--- config.mk ---
export PLATFORM = sky130hd
export DESIGN_NAME = polled_dev_port
export DESIGN_NICKNAME = d
export VERILOG_FILES = /design/src/rtl/pdp_pkg.sv /design/src/rtl/pdp_decode.sv /design/src/rtl/pdp_regs.sv /design/src/rtl/pdp_rdmux.sv /design/src/rtl/polled_dev_port.sv
export SDC_FILE = /design/constraint.sdc
export NUM_CORES = 1
export LEC_CHECK = 0
export BUFFER_PORTS_ARGS = -buffer_cell sky130_fd_sc_hd__clkbuf_2
export CAP_MARGIN = 5
export CORE_ASPECT_RATIO = 1.1
export CORE_MARGIN = 1
export CORE_UTILIZATION = 34
export CTS_BUF_LIST = sky130_fd_sc_hd__clkbuf_8
export DETAILED_ROUTE_END_ITERATION = 8
export GPL_TIMING_DRIVEN = 1
export PLACE_DENSITY = 0.95
export SLEW_MARGIN = 10
export SYNTH_ARGS = -nofsm -noshare
export SYNTH_HDL_FRONTEND = slang
export SYNTH_SLANG_ARGS = --single-unit
export TNS_END_PERCENT = 20
--- constraint.sdc ---
create_clock -name clk -period 2.5 [get_ports clk]
set_input_delay 0.125 -clock clk [delete_from_list [all_inputs] [get_ports clk]]
set_output_delay 0.125 -clock clk [all_outputs]
set_load 0.05 [all_outputs]
--- src/rtl/pdp_pkg.sv ---
package pdp_pkg;
    typedef enum logic [1:0] {
        HIT_NONE = 2'd0,
        HIT_STAT = 2'd1,
        HIT_XFER = 2'd2,
        HIT_HOLE = 2'd3
    } hit_e;

    localparam int RDY_POS = 0;
    localparam int IEN_POS = 1;
endpackage

--- src/rtl/pdp_decode.sv ---
module pdp_decode
    import pdp_pkg::*;
#(
    parameter int ADDR_W   = 32,
    parameter int WIN_BITS = 16,
    parameter int STAT_OFF = 0,
    parameter int XFER_OFF = 4
) (
    input  logic              clk,
    input  logic              rst_n,
    input  logic [ADDR_W-1:0] bus_addr,
    input  logic              bus_rd,
    input  logic              bus_wr,
    output logic              sel,
    output hit_e              hit
);
    localparam int OFF_W = ADDR_W - WIN_BITS;

    logic             in_win;
    logic [OFF_W-1:0] offset;

    always_comb begin
        in_win = &bus_addr[ADDR_W-1 -: WIN_BITS];
        offset = bus_addr[OFF_W-1:0];
        sel    = in_win && (bus_rd || bus_wr);
        hit    = HIT_NONE;
        if (sel) begin
            if (offset == OFF_W'(STAT_OFF))      hit = HIT_STAT;
            else if (offset == OFF_W'(XFER_OFF)) hit = HIT_XFER;
            else                                 hit = HIT_HOLE;
        end
    end

    // a select never appears without a bus request
    p_sel_needs_req_r9: assert property (@(posedge clk) disable iff (!rst_n)
        sel |-> (bus_rd || bus_wr));
    // no register hit reported while the select is low
    p_no_hit_outside_r8: assert property (@(posedge clk) disable iff (!rst_n)
        !sel |-> (hit == HIT_NONE));
endmodule

--- src/rtl/pdp_regs.sv ---
module pdp_regs
    import pdp_pkg::*;
#(
    parameter int BUS_W  = 32,
    parameter int DATA_W = 8
) (
    input  logic              clk,
    input  logic              rst_n,
    input  hit_e              hit,
    input  logic              bus_rd,
    input  logic              bus_wr,
    input  logic [BUS_W-1:0]  bus_wdata,
    input  logic              dev_raise,
    input  logic              dev_fill,
    input  logic [DATA_W-1:0] dev_byte_in,
    output logic              ready,
    output logic              irq_en,
    output logic [DATA_W-1:0] data,
    output logic              xfer
);
    typedef struct packed {
        logic              ready;
        logic              ien;
        logic [DATA_W-1:0] data;
    } state_t;

    state_t st_d, st_q;
    logic   xfer_hit;

    generate
        if (DATA_W < BUS_W) begin : g_spare
            logic unused_wbits;
            assign unused_wbits = ^bus_wdata[BUS_W-1:DATA_W];
        end
    endgenerate

    always_comb begin
        st_d     = st_q;
        xfer_hit = (hit == HIT_XFER) && (bus_rd || bus_wr);
        if (hit == HIT_STAT && bus_wr) begin
            st_d.ien = bus_wdata[IEN_POS];
        end
        if (xfer_hit) begin
            st_d.ready = 1'b0;
            if (bus_wr) st_d.data = bus_wdata[DATA_W-1:0];
        end
        if (dev_raise) begin
            st_d.ready = 1'b1;
            if (dev_fill) st_d.data = dev_byte_in;
        end
    end

    always_ff @(posedge clk) begin
        if (!rst_n) st_q <= '0;
        else        st_q <= st_d;
    end

    assign ready  = st_q.ready;
    assign irq_en = st_q.ien;
    assign data   = st_q.data;
    assign xfer   = xfer_hit;

    // a device raise always leaves ready set
    p_raise_sets_r7: assert property (@(posedge clk) disable iff (!rst_n)
        dev_raise |=> ready);
    // a transfer-word access without a raise clears ready
    p_access_clears_r3: assert property (@(posedge clk) disable iff (!rst_n)
        (hit == HIT_XFER && !dev_raise) |=> !ready);
    // a status store never moves ready
    p_stat_keeps_ready_r5: assert property (@(posedge clk) disable iff (!rst_n)
        (hit == HIT_STAT && !dev_raise) |=> $stable(ready));
    // without a hit or a device fill, the byte holds
    p_data_holds_r8: assert property (@(posedge clk) disable iff (!rst_n)
        (hit != HIT_XFER && !(dev_raise && dev_fill)) |=> $stable(data));
    // unmapped in-window offsets leave the enable alone
    p_hole_keeps_ien_r10: assert property (@(posedge clk) disable iff (!rst_n)
        (hit != HIT_STAT) |=> $stable(irq_en));
endmodule

--- src/rtl/pdp_rdmux.sv ---
module pdp_rdmux
    import pdp_pkg::*;
#(
    parameter int BUS_W  = 32,
    parameter int DATA_W = 8
) (
    input  hit_e              hit,
    input  logic              bus_rd,
    input  logic              ready,
    input  logic              irq_en,
    input  logic [DATA_W-1:0] data,
    output logic [BUS_W-1:0]  rdata
);
    always_comb begin
        rdata = '0;
        if (bus_rd) begin
            unique case (hit)
                HIT_STAT: begin
                    rdata[RDY_POS] = ready;
                    rdata[IEN_POS] = irq_en;
                end
                HIT_XFER: rdata[DATA_W-1:0] = data;
                default:  rdata = '0;
            endcase
        end
    end
endmodule

--- src/rtl/polled_dev_port.sv ---
module polled_dev_port
    import pdp_pkg::*;
#(
    parameter int ADDR_W   = 32,
    parameter int BUS_W    = 32,
    parameter int DATA_W   = 8,
    parameter int WIN_BITS = 16,
    parameter int STAT_OFF = 0,
    parameter int XFER_OFF = 4
) (
    input  logic              clk,
    input  logic              rst_n,
    input  logic [ADDR_W-1:0] bus_addr,
    input  logic              bus_rd,
    input  logic              bus_wr,
    input  logic [BUS_W-1:0]  bus_wdata,
    output logic [BUS_W-1:0]  bus_rdata,
    output logic              dev_sel,
    input  logic              dev_raise,
    input  logic              dev_fill,
    input  logic [DATA_W-1:0] dev_byte_in,
    output logic [DATA_W-1:0] dev_data_out,
    output logic              dev_xfer,
    output logic              irq
);
    hit_e              hit;
    logic              ready;
    logic              irq_en;
    logic [DATA_W-1:0] data;

    pdp_decode #(
        .ADDR_W(ADDR_W), .WIN_BITS(WIN_BITS),
        .STAT_OFF(STAT_OFF), .XFER_OFF(XFER_OFF)
    ) u_dec (
        .clk(clk), .rst_n(rst_n), .bus_addr(bus_addr),
        .bus_rd(bus_rd), .bus_wr(bus_wr), .sel(dev_sel), .hit(hit)
    );

    pdp_regs #(.BUS_W(BUS_W), .DATA_W(DATA_W)) u_regs (
        .clk(clk), .rst_n(rst_n), .hit(hit), .bus_rd(bus_rd), .bus_wr(bus_wr),
        .bus_wdata(bus_wdata), .dev_raise(dev_raise), .dev_fill(dev_fill),
        .dev_byte_in(dev_byte_in), .ready(ready), .irq_en(irq_en),
        .data(data), .xfer(dev_xfer)
    );

    pdp_rdmux #(.BUS_W(BUS_W), .DATA_W(DATA_W)) u_rd (
        .hit(hit), .bus_rd(bus_rd), .ready(ready), .irq_en(irq_en),
        .data(data), .rdata(bus_rdata)
    );

    assign irq          = ready && irq_en;
    assign dev_data_out = data;

    // the request line implies a pending ready flag
    p_irq_needs_ready_r6: assert property (@(posedge clk) disable iff (!rst_n)
        irq |-> (bus_rdata[RDY_POS] || !(bus_rd && hit == HIT_STAT)));
    // the transfer pulse only accompanies a selected access
    p_xfer_selected_r4: assert property (@(posedge clk) disable iff (!rst_n)
        dev_xfer |-> dev_sel);
endmodule

==> summary.txt <==
Global route
  • Grt ovf: 0
  • Initial antenna violation count: 0
  • First-pass GRT wire length: 3330 um
  • Vias in the first global route: 834
  • Maximum number of pins on one net before global-route repair: 17
  • Total GRT Usage: 15.8%

STA
  • F_max: 0.475 GHz
  • Post-route clock period utilization: 84.2%
  • Final Skew: 0 ns
  • Pins Over Slew Limit: 0
  • Slew HR: 66.6%
  • Final hold vios: 0
  • Setup tns final: 0 ns
  • Min cycle time layout: 2.11 ns
  • Final setup viols: 0
  • RSZ-0062 raised after global routing: false
  • Slew @ Worst Pin: 0.500 ns

Synth
  • Post-Synthesis Cells: 114
  • Post-synthesis simple-gate area fraction: 32.2%
  • Largest family of logic cells by synthesized area: simple AND/OR/NAND/NOR gates
  • Post-Synth Adder-Cell Area: 2.86%
  • Synth area leader: dfxtp_1
  • Sequential share of the synthesized area: 22.9%
  • Synth top area share: 22.9%
  • Post-synthesis compound-gate area fraction: 15.5%
  • Synthesis-stage register bit count: 10
  • Mapped cell area: 875 sq um
  • Synth Area in XOR/XNOR: 0%
  • Yosys warns: 0
  • Unique cell type count in the Yosys netlist: 24
  • Proportion of synthesized area in mux cells: 0%
  • Synth area leaders: dfxtp_1 (23%), buf_4 (22%), a311oi_1 (8.0%)
  • Syn_area_per_cell: 7.67 sq um

Clocking
  • Hold bufs inserted after CTS: 0
  • Max clock buf depth: 2
  • CTS tree: built
  • TritonCTS sink count: 10
  • Clock transition at path regs: 0.05 ns
  • Inserted Clock Buffers: 3
  • CTS HTree Levels: 1
  • Clk Latency, worst-skew pair: 0.23 ns
  • Root Driver: clkbuf_8
  • Setup bufs post-CTS: 0
  • CTS resizes: 0

Worst setup path
  • Most frequent CP cell: clkbuf_2
  • Req. time, crit path: 2.38 ns
  • Crit start category: input port
  • Worst Path Class, Setup: in2out
  • Crit-path cells: clkbuf_2 -> nor4_2 -> nand4_1 -> o211ai_1 -> ha_1 -> buf_4 -> and3_1 -> clkbuf_2
  • Slowest Stage Delay on Critical Path: 0.40 ns
  • Critical path peak fanout: 10
  • Worst-case reg-to-reg path depth: 2
  • R2R Setup Slk: 1.73 ns
  • Crit path capture type: output pin
  • Worst EP arrival: 1.98 ns
  • CP max-delay cell: ha_1

Route
  • Routed via count: 1015
  • ANT nets after route: 0
  • First drt pass iteration count: 4
  • WL/cell: 10.3 um
  • DRT iter0 DRCs: 11
  • DRC: 0
  • Vias/cell: 4.72
  • Final WL: 2220 um

Power and ir drop
  • PwrDens: 440 nW/um^2
  • Leak: 0.650 nW
  • VDD IR max: 0.337 mV

Finish
  • Synth-to-Final Area Change: 36.1%
  • # diodes: 0
  • Fill count: 247
  • Fin util: 50.8%
  • Layout cell share with drive strength beyond 1: 43.8%
  • # nets final: 267

Floorplan
  • Core area: 2340 sq um
  • Initial Util: 37.3%
  • Die footprint: 2780 sq um
  • Ports: 121
  • Die Wd: 50.4 um
  • Die Span Y: 55.2 um
  • Placement Rows: 18

Placement
  • PortBufs: 72
  • Detail Placement HPWL: 1880 um
  • GPL Wtd Cong: 0.682

Hold path
  • Hold depth: 3
  • Hold Crit Class: in2reg

Job
  • Max-cap violation count: 0

Run status
  • Status: finished, final reports clean
through the flow:
step | instance area, sq um | setup slack (ns) | hold WS (ns) | power, mW | cells
CTS | 1190 | 0.359 | 0.126 | 0.527 | 215
finish | 1190 | 0.394 | 0.127 | 0.524 | 215
global placement | 1150 | 0.383 | 0.355 | 0.365 | 212
floorplan | 961 | 0.489 | 0.242 | 0.340 | 137
detailed placement | 1150 | 0.359 | 0.362 | 0.367 | 212
global route | 1190 | 0.241 | 0.183 | 0.547 | 215
power breakdown:
part | switching, mW | internal [mW]
clock network | 0.0547 | 0.105
registers | 0.00716 | 0.170
logic | 0.143 | 0.0441
path summary, 6_finish.rpt:
path                                startpoint              to
worst max-delay path               bus_addr[6]    bus_rdata[4]
worst min-delay path                 dev_raise    u_regs.ready
worst max register to register  u_regs.data[0]  u_regs.data[0]
worst min register to register   u_regs.irq_en   u_regs.irq_en
sequential cells by signal (all words and copies together), names as in the netlist:
register,cells
u_regs.ready,1
u_regs.irq_en,1
u_regs.data,8
layer usage:
layer  up-vias  wire length, um  global-route usage, %
met4         0               10                   5.56
met2        70             1150                   32.2
li1        505                -                      -
met5         -                0                      0
met1       438              799                   16.9
met3         2              259                   1.91
cell families (layout without fill, tap and decap cells):
| logic type | count (synthesis) | in the layout |
|---|---|---|
| and+or+nand+nor | 53 | 53 |
| buffers and inverters | 31 | 79 |
| AOI/OAI and AO/OA | 17 | 17 |
| DFF | 10 | 10 |
| adders and majority gates | 2 | 2 |
| other | 1 | 24 |
Yosys cell counts (all sizes together):
cell type and n:
buf 28, nor2 13, nand2 12, dfxtp 10, nand3 9, a311oi 8, and3 6, nand4 5
nor4 3, a21oi 2, a22oi 2, and2 2, ha 2, inv 2, nor3 2, o211a 2
o211ai 2, clkinv 1, conb 1, nand2b 1, o21ai 1
layout make-up:
type / count / area, sq um / area share, %
multi-input combinational: 96 / 532 / 44.7
inverter: 3 / 11.3 / 0.946
clock buffer: 3 / 41.3 / 3.47
tap: 30 / 37.5 / 3.15
sequential: 10 / 200 / 16.8
timing repair buffer: 73 / 368 / 30.9
layout by cell type, fill, tap and decap left out:
master    instances
a22oi_1           2
nand3_1           9
nand4_1           5
nor3_2            1
clkinv_1          1
inv_1             2
and3_1            6
o21ai_0           1
buf_4             1
o211a_1           2
dfxtp_1          10
clkbuf_2         72
nor4_2            3
nand2_1          11
o211ai_1          2
and2_1            2
ha_1              2
nand2b_1          1
a311oi_1          8
conb_1           24
nand2_2           1
nor3_1            1
a21oi_1           2
nor2_1           13
clkbuf_8          3
critical path, delay by kind of cell:
family                     cells  cell delay, ns
AOI/OAI and AO/OA              1            0.22
adders and majority gates      1            0.40
and+or+nand+nor                3            0.64
buffers and inverters          3            0.60
(Power assumes the default switching activity.)
